[src/rtl/dramt_pkg.sv]
package dramt_pkg;

   typedef enum logic [1:0] {
      PH_IDLE = 2'd0,
      PH_ROW  = 2'd1,
      PH_COL  = 2'd2,
      PH_PRE  = 2'd3
   } phase_e;

   typedef enum logic [1:0] {
      PAT_ZERO  = 2'd0,
      PAT_ONE   = 2'd1,
      PAT_ALT01 = 2'd2,
      PAT_ALT10 = 2'd3
   } pat_e;

   function automatic logic pat_bit(input pat_e pat, input logic lsb);
      logic b;
      case (pat)
         PAT_ZERO:  b = 1'b0;
         PAT_ONE:   b = 1'b1;
         PAT_ALT01: b = lsb;
         default:   b = ~lsb;
      endcase
      return b;
   endfunction

endpackage

[src/rtl/dramt_strobe_fsm.sv]
module dramt_strobe_fsm
   import dramt_pkg::*;
#(
   parameter int T_RCD = 2,
   parameter int T_CAS = 2,
   parameter int T_PRE = 2
) (
   input  logic   clk,
   input  logic   rst_n,
   input  logic   gnt,
   output phase_e phase,
   output logic   sample_stb,
   output logic   acc_done
);

   localparam int T_MAX = (T_RCD > T_CAS) ? ((T_RCD > T_PRE) ? T_RCD : T_PRE)
                                          : ((T_CAS > T_PRE) ? T_CAS : T_PRE);
   localparam int CNT_W = $clog2(T_MAX + 1);
   localparam logic [CNT_W-1:0] RCD_LAST = CNT_W'(T_RCD - 1);
   localparam logic [CNT_W-1:0] CAS_LAST = CNT_W'(T_CAS - 1);
   localparam logic [CNT_W-1:0] PRE_LAST = CNT_W'(T_PRE - 1);

   phase_e           ph_q;
   logic [CNT_W-1:0] cnt_q;

   always_ff @(posedge clk) begin
      if (!rst_n) begin
         ph_q  <= PH_IDLE;
         cnt_q <= '0;
      end else begin
         case (ph_q)
            PH_IDLE: begin
               cnt_q <= '0;
               if (gnt) ph_q <= PH_ROW;
            end
            PH_ROW: begin
               if (cnt_q == RCD_LAST) begin
                  ph_q  <= PH_COL;
                  cnt_q <= '0;
               end else begin
                  cnt_q <= cnt_q + 1'b1;
               end
            end
            PH_COL: begin
               if (cnt_q == CAS_LAST) begin
                  ph_q  <= PH_PRE;
                  cnt_q <= '0;
               end else begin
                  cnt_q <= cnt_q + 1'b1;
               end
            end
            default: begin
               if (cnt_q == PRE_LAST) begin
                  ph_q  <= PH_IDLE;
                  cnt_q <= '0;
               end else begin
                  cnt_q <= cnt_q + 1'b1;
               end
            end
         endcase
      end
   end

   assign phase      = ph_q;
   assign sample_stb = (ph_q == PH_COL) && (cnt_q == CAS_LAST);
   assign acc_done   = (ph_q == PH_PRE) && (cnt_q == PRE_LAST);

endmodule

[src/rtl/dramt_walker.sv]
module dramt_walker
   import dramt_pkg::*;
#(
   parameter int LIN_W = 18
) (
   input  logic             clk,
   input  logic             rst_n,
   input  logic             step,
   output logic [LIN_W-1:0] lin,
   output logic             wr_pass,
   output pat_e             pat,
   output logic             pass_end
);

   logic [LIN_W-1:0] lin_q;
   logic             wr_q;
   pat_e             pat_q;
   logic             at_last;

   assign at_last = &lin_q;

   always_ff @(posedge clk) begin
      if (!rst_n) begin
         lin_q <= '0;
         wr_q  <= 1'b1;
         pat_q <= PAT_ZERO;
      end else if (step) begin
         lin_q <= lin_q + 1'b1;
         if (at_last) begin
            wr_q <= ~wr_q;
            if (!wr_q) pat_q <= pat_e'(pat_q + 2'd1);
         end
      end
   end

   assign lin      = lin_q;
   assign wr_pass  = wr_q;
   assign pat      = pat_q;
   assign pass_end = step && at_last && !wr_q;

endmodule

[src/rtl/dramt_result.sv]
module dramt_result #(
   parameter int LIN_W = 18,
   parameter int ERR_W = 16
) (
   input  logic             clk,
   input  logic             rst_n,
   input  logic             chk_en,
   input  logic             obs_bit,
   input  logic             exp_bit,
   input  logic [LIN_W-1:0] lin,
   input  logic             pass_end,
   output logic [ERR_W-1:0] err_count,
   output logic [LIN_W-1:0] first_fail,
   output logic             fail,
   output logic             pass
);

   localparam logic [ERR_W-1:0] ERR_MAX = '1;

   logic             miss;
   logic [ERR_W-1:0] err_q;
   logic [LIN_W-1:0] ff_q;
   logic             fail_q;
   logic             bad_q;
   logic             pass_q;

   assign miss = chk_en && (obs_bit != exp_bit);

   always_ff @(posedge clk) begin
      if (!rst_n) begin
         err_q  <= '0;
         ff_q   <= '0;
         fail_q <= 1'b0;
         bad_q  <= 1'b0;
         pass_q <= 1'b0;
      end else begin
         if (miss && (err_q != ERR_MAX)) err_q <= err_q + 1'b1;
         if (miss && !fail_q) ff_q <= lin;
         if (miss) fail_q <= 1'b1;
         if (pass_end) begin
            bad_q  <= 1'b0;
            pass_q <= ~bad_q;
         end else if (miss) begin
            bad_q <= 1'b1;
         end
      end
   end

   assign err_count  = err_q;
   assign first_fail = ff_q;
   assign fail       = fail_q;
   assign pass       = pass_q;

endmodule

[src/rtl/dram_pattern_tester.sv]
module dram_pattern_tester
   import dramt_pkg::*;
#(
   parameter int ROW_W = 9,
   parameter int T_RCD = 2,
   parameter int T_CAS = 2,
   parameter int T_PRE = 2,
   parameter int ERR_W = 16
) (
   input  logic                 clk,
   input  logic                 rst_n,
   input  logic                 tst_gnt,
   output logic                 tst_busy,
   output logic [ROW_W-1:0]     dram_addr,
   output logic                 dram_ras_n,
   output logic                 dram_cas_n,
   output logic                 dram_we_n,
   output logic                 dram_din,
   input  logic                 dram_dout,
   output logic                 led_run,
   output logic                 led_pass,
   output logic                 led_fail,
   output logic [ERR_W-1:0]     err_count,
   output logic [2*ROW_W-1:0]   first_fail_addr
);

   localparam int LIN_W = 2 * ROW_W;

   initial begin
      assert (ROW_W >= 1) else $error("ROW_W must be at least 1");
      assert (T_RCD >= 1) else $error("T_RCD must be at least 1");
      assert (T_CAS >= 1) else $error("T_CAS must be at least 1");
      assert (T_PRE >= 1) else $error("T_PRE must be at least 1");
      assert (ERR_W >= 1) else $error("ERR_W must be at least 1");
   end

   phase_e           phase;
   logic             sample_stb;
   logic             acc_done;
   logic [LIN_W-1:0] lin;
   logic             wr_pass;
   pat_e             pat;
   logic             pass_end;
   logic             exp_bit;
   logic             ras_act;
   logic             run_q;

   dramt_strobe_fsm #(
      .T_RCD (T_RCD),
      .T_CAS (T_CAS),
      .T_PRE (T_PRE)
   ) u_strobe (
      .clk        (clk),
      .rst_n      (rst_n),
      .gnt        (tst_gnt),
      .phase      (phase),
      .sample_stb (sample_stb),
      .acc_done   (acc_done)
   );

   dramt_walker #(
      .LIN_W (LIN_W)
   ) u_walk (
      .clk      (clk),
      .rst_n    (rst_n),
      .step     (acc_done),
      .lin      (lin),
      .wr_pass  (wr_pass),
      .pat      (pat),
      .pass_end (pass_end)
   );

   assign exp_bit = pat_bit(pat, lin[0]);

   dramt_result #(
      .LIN_W (LIN_W),
      .ERR_W (ERR_W)
   ) u_res (
      .clk        (clk),
      .rst_n      (rst_n),
      .chk_en     (sample_stb && !wr_pass),
      .obs_bit    (dram_dout),
      .exp_bit    (exp_bit),
      .lin        (lin),
      .pass_end   (pass_end),
      .err_count  (err_count),
      .first_fail (first_fail_addr),
      .fail       (led_fail),
      .pass       (led_pass)
   );

   always_ff @(posedge clk) begin
      if (!rst_n) run_q <= 1'b0;
      else        run_q <= (phase != PH_IDLE) || tst_gnt;
   end

   assign ras_act    = (phase == PH_ROW) || (phase == PH_COL);
   assign dram_ras_n = ~ras_act;
   assign dram_cas_n = ~(phase == PH_COL);
   assign dram_we_n  = ~(ras_act && wr_pass);
   assign dram_din   = exp_bit;
   assign dram_addr  = (phase == PH_COL) ? lin[ROW_W-1:0] : lin[LIN_W-1 -: ROW_W];
   assign tst_busy   = (phase != PH_IDLE);
   assign led_run    = run_q;

endmodule

[config.mk]
export PLATFORM = sky130hd
export DESIGN_NAME = dram_pattern_tester
export DESIGN_NICKNAME = d
export VERILOG_FILES = /design/src/rtl/dramt_pkg.sv /design/src/rtl/dramt_strobe_fsm.sv /design/src/rtl/dramt_walker.sv /design/src/rtl/dramt_result.sv /design/src/rtl/dram_pattern_tester.sv
export SDC_FILE = /design/constraint.sdc
export NUM_CORES = 1
export LEC_CHECK = 0
export BUFFER_PORTS_ARGS = -buffer_cell sky130_fd_sc_hd__buf_2
export CAP_MARGIN = 20
export CORE_UTILIZATION = 60
export CTS_BUF_LIST = sky130_fd_sc_hd__clkbuf_4
export DETAILED_ROUTE_END_ITERATION = 8
export GPL_TIMING_DRIVEN = 0
export MAX_ROUTING_LAYER = met4
export PLACE_DENSITY_LB_ADDON = 0.15
export SYNTH_ARGS = -nofsm -noshare
export SYNTH_HDL_FRONTEND = slang
export SYNTH_SLANG_ARGS = --single-unit
[constraint.sdc]
create_clock -name clk -period 6.4 [get_ports clk]
set_clock_uncertainty 0.1 [all_clocks]
set_input_delay 0 -clock clk [delete_from_list [all_inputs] [get_ports clk]]
set_output_delay 0 -clock clk [all_outputs]
set_load 0.03 [all_outputs]
==> results.md <==
- Max Root-Sink Buffers: 2
- CTS buffer count: 9
- Static leakage: 1.38 nW
- Minimum clock period: 2.55 ns
- Post-synthesis register bit count: 63
- Worst EP arrival: 2.74 ns
- Fraction of layout instances using a drive strength above 1: 21.1%
- # clock sinks: 63
- Synth top cells by count: dfxtp_1 (63), nand2_1 (44), nor2_1 (29), o21ai_0 (27), a21oi_1 (26)
- Min-delay worst type: input port to register
- Reg2reg setup slack: 3.85 ns
- WL/cell: 14.8 µm
- DP Worst Slack: 3.89 ns
- R2R depth: 7
- Max-slew headroom: 34.7%
- Reg-to-Reg End: u_res.pass$_SDFFE_PN0P_
- Synth warnings: 0
- Post-route DRC violation count: 0
- Fin Setup TNS: 0 ns
- Pint: 0.000618 W
- Power Dens Cells: 250 nW/µm²
- Initial antenna violation count: 0
- Router iterations before antenna repair: 5
- H-tree Lvls: 3
- Share of synthesized flip-flops with an asynchronous set or reset: 0%
- Top_reg_cell synth: dfxtp_1
- Sequential area share after synthesis: 42.4%
- Worst VDD drop: 0.313 mV
- Final HPWL DP: 5050 µm
- Vias per inst: 5.68
- Number of port buffers: 53
- Final worst slack: 3.85 ns
- Clock Latency Late Sink: 0.41 ns
- F_max: 0.391 GHz
- First-pass GRT wire length: 12100 µm
- Status: completed
- Critical path type: register to register
- Final core occ: 73.6%
- Placed insts: 466
- Sw Share: 29.3%
- Synth unique cells: 47
- Via count: 2750
- Initial Utilization: 62.5%
- Synth area leader: dfxtp_1
- Final hold viol count: 0
- WHS Path Cells: 5
- Clk slew on worst S/H paths: 0.10 ns
- Synth Net Count: 360
- Die Width: 72.4 µm
- Final non-filler cell total: 484
- Req. time, crit path: 6.58 ns
- Total track usage: 30.8%
- Net count of the finished layout: 426
- Synthesized area: 2970 µm²
- Fin Hold WS: 0.0526 ns
- Max-cap violations: 0
- Endpoint, Worst Hold: u_res.first_fail[7]$_SDFFE_PN0P_
- Worst-Margin Slew: 0.972 ns
- Initial DRC count: 229
- Worst Hold Launch: dram_dout
- CP Max Fanout: 8
- Largest net degree at the start of global routing: 11
- Final period util: 39.9%
- Sw Pwr: 0.000257 W
- Antenna-violating nets left: 0
- Critical Path Max Stage Delay: 0.64 ns
- Count leader, synth: dfxtp_1
- Post-synth EDFFs: 0
- Core area: 4750 µm²
- RSZ-0062 raised after global routing: no
- Cell Rows: 25
- Register share of total power: 47.0%
- Crit path buf inv count: 1
- Die area: 5240 µm²
- Clock root cell: clkbuf_4
- Main area contributors after synthesis: dfxtp_1 (42%), nand2_1 (5.6%), o21ai_0 (4.5%)
- Worst path cell trace: ha_1, nand3_1, nor4_1, and4b_1, clkbuf_1, mux2i_1, nor2_1
- ANT cells: 0
- Routed WL: 7150 µm
- Reg-to-reg critical path startpoint: u_walk.lin[0]$_SDFFE_PN0N_
- Die height: 72.4 µm
- Routability cong.: 0.927
- Endpoints failing setup: 0
- Part of the power in the clock network: 35.0%
- Startpoint Class: register
- Global route total overflow: 0
- Area grow syn2layout: 17.6%
- Crit. End Element: register
- Vias in the first global route: 2492
- TritonCTS clock tree: built
- Post-CTS setup buffer count: 0
- IO Pins: 55
- Comb pwr share: 18.0%
- CP top delay family: simple AND/OR/NAND/NOR gates
- Max Transition Viols Final: 0
- Mean Syn Cell Area: 8.59 µm²
- Mapped Cells: 346
- Area fraction of the dominant cell type after synthesis: 42.4%
- Crit-path slowest cell: nor4_1
## cells by family (layout without fill, tap and decap cells)
| logic type | count (synthesis) | in the layout | share of synthesized area, % |
|---|---|---|---|
| buffers and inverters | 31 | 102 | 4.50 |
| and+or+nand+nor | 139 | 139 | 23.9 |
| DFF | 63 | 63 | 42.4 |
| AOI/OAI and AO/OA | 71 | 71 | 14.6 |
| muxes | 14 | 14 | 5.09 |
| xor gates and xnor gates | 18 | 18 | 5.30 |
| adders and majority gates | 10 | 10 | 4.21 |
## placed cells by master, fill, tap and decap left out, types with 3 or more instances in the layout
master | Yosys | routed
dfxtp_1 | 63 | 63
buf_2 | 2 | 55
nand2_1 | 44 | 44
nor2_1 | 29 | 29
o21ai_0 | 27 | 27
a21oi_1 | 26 | 26
nand3_1 | 13 | 13
clkbuf_1 | 13 | 13
xor2_1 | 13 | 13
inv_1 | 12 | 12
clkbuf_4 | 0 | 11
nand4_1 | 10 | 10
ha_1 | 10 | 10
mux2_2 | 9 | 9
or3_1 | 8 | 8
nor3_1 | 6 | 6
and2_1 | 5 | 5
and4_1 | 5 | 5
xnor2_1 | 5 | 5
mux2i_1 | 5 | 5
and3_1 | 4 | 4
clkinv_1 | 1 | 3
nand2b_1 | 3 | 3
a31oi_1 | 3 | 3
## layer usage
metal,global-route usage (%),up-vias,wire [µm]
met5,-,-,0
met4,10.5,0,112
met3,7.64,13,471
met2,44.9,97,3280
met1,41.8,1282,3290
li1,-,1358,-
## how the worst max path moves through the flow
stage                                               from                          endpoint  slack (ns)  depth (start not counted)
after detailed placement      u_walk.lin[0]$_SDFFE_PN0N_           u_res.pass$_SDFFE_PN0P_        3.89                          7
after floorplan           u_strobe.phase[0]$_SDFFE_PN0P_  u_res.err_count[10]$_SDFFE_PN0P_        4.20                          9
after global routing          u_walk.lin[0]$_SDFFE_PN0N_           u_res.pass$_SDFFE_PN0P_        3.58                          7
final                         u_walk.lin[0]$_SDFFE_PN0N_           u_res.pass$_SDFFE_PN0P_        3.85                          7
after CTS                 u_strobe.phase[0]$_SDFFE_PN0P_  u_res.first_fail[8]$_SDFFE_PN0P_        3.89                          8
after global placement        u_walk.lin[0]$_SDFFE_PN0N_           u_res.pass$_SDFFE_PN0P_        3.89                          7
## layout make-up
type / count / area (µm²)
Buffer: 18 / 85.1
Multi-Input combinational cell: 252 / 1580
Clock inverter: 5 / 72.6
Inverter: 13 / 48.8
Fill cell: 410 / 1260
Sequential cell: 63 / 1260
Tap cell: 67 / 83.8
Clock buffer: 11 / 82.6
Timing Repair Buffer: 55 / 285
## power groups by stage
stage	Clock, W	Sequential, W	Combinational [W]
4_1_cts	0.000307	0.000411	0.000157
3_5_place_dp	0	0.000420	0.000155
6_report	0.000306	0.000411	0.000158
3_3_place_gp	0	0.000419	0.000149
2_1_floorplan	0	0.000421	0.000113
5_1_grt	0.000324	0.000412	0.000171
## worst reg2reg max path, stage by stage, from the launching register on
cell and delay (ns):
dfxtp_1 0.53, ha_1 0.20, nand3_1 0.14, nor4_1 0.64, and4b_1 0.31, clkbuf_1 0.25, mux2i_1 0.22, nor2_1 0.05
## registers in the layout (all words and copies together), names as in the netlist
register / flops
u_res.first_fail: 18
u_res.bad_q: 1
u_walk.lin: 18
u_res.fail: 1
u_walk.wr_pass: 1
u_strobe.phase: 2
u_res.err_count: 16
u_res.pass: 1
led_run: 1
u_strobe.cnt_q: 2
u_walk.pat: 2
## metrics by stage
step                power [W]  cell area [µm²]
finish               0.000875             3500
global route         0.000908             3500
CTS                  0.000875             3500
detailed placement   0.000575             3320
global placement     0.000568             3320
floorplan            0.000534             2970
## timing repair
item,in CTS,in global routing
resized for setup,0,0
hold buffers,2,0
endpoints found under the hold margin,6,0
(Power assumes the default switching activity.)
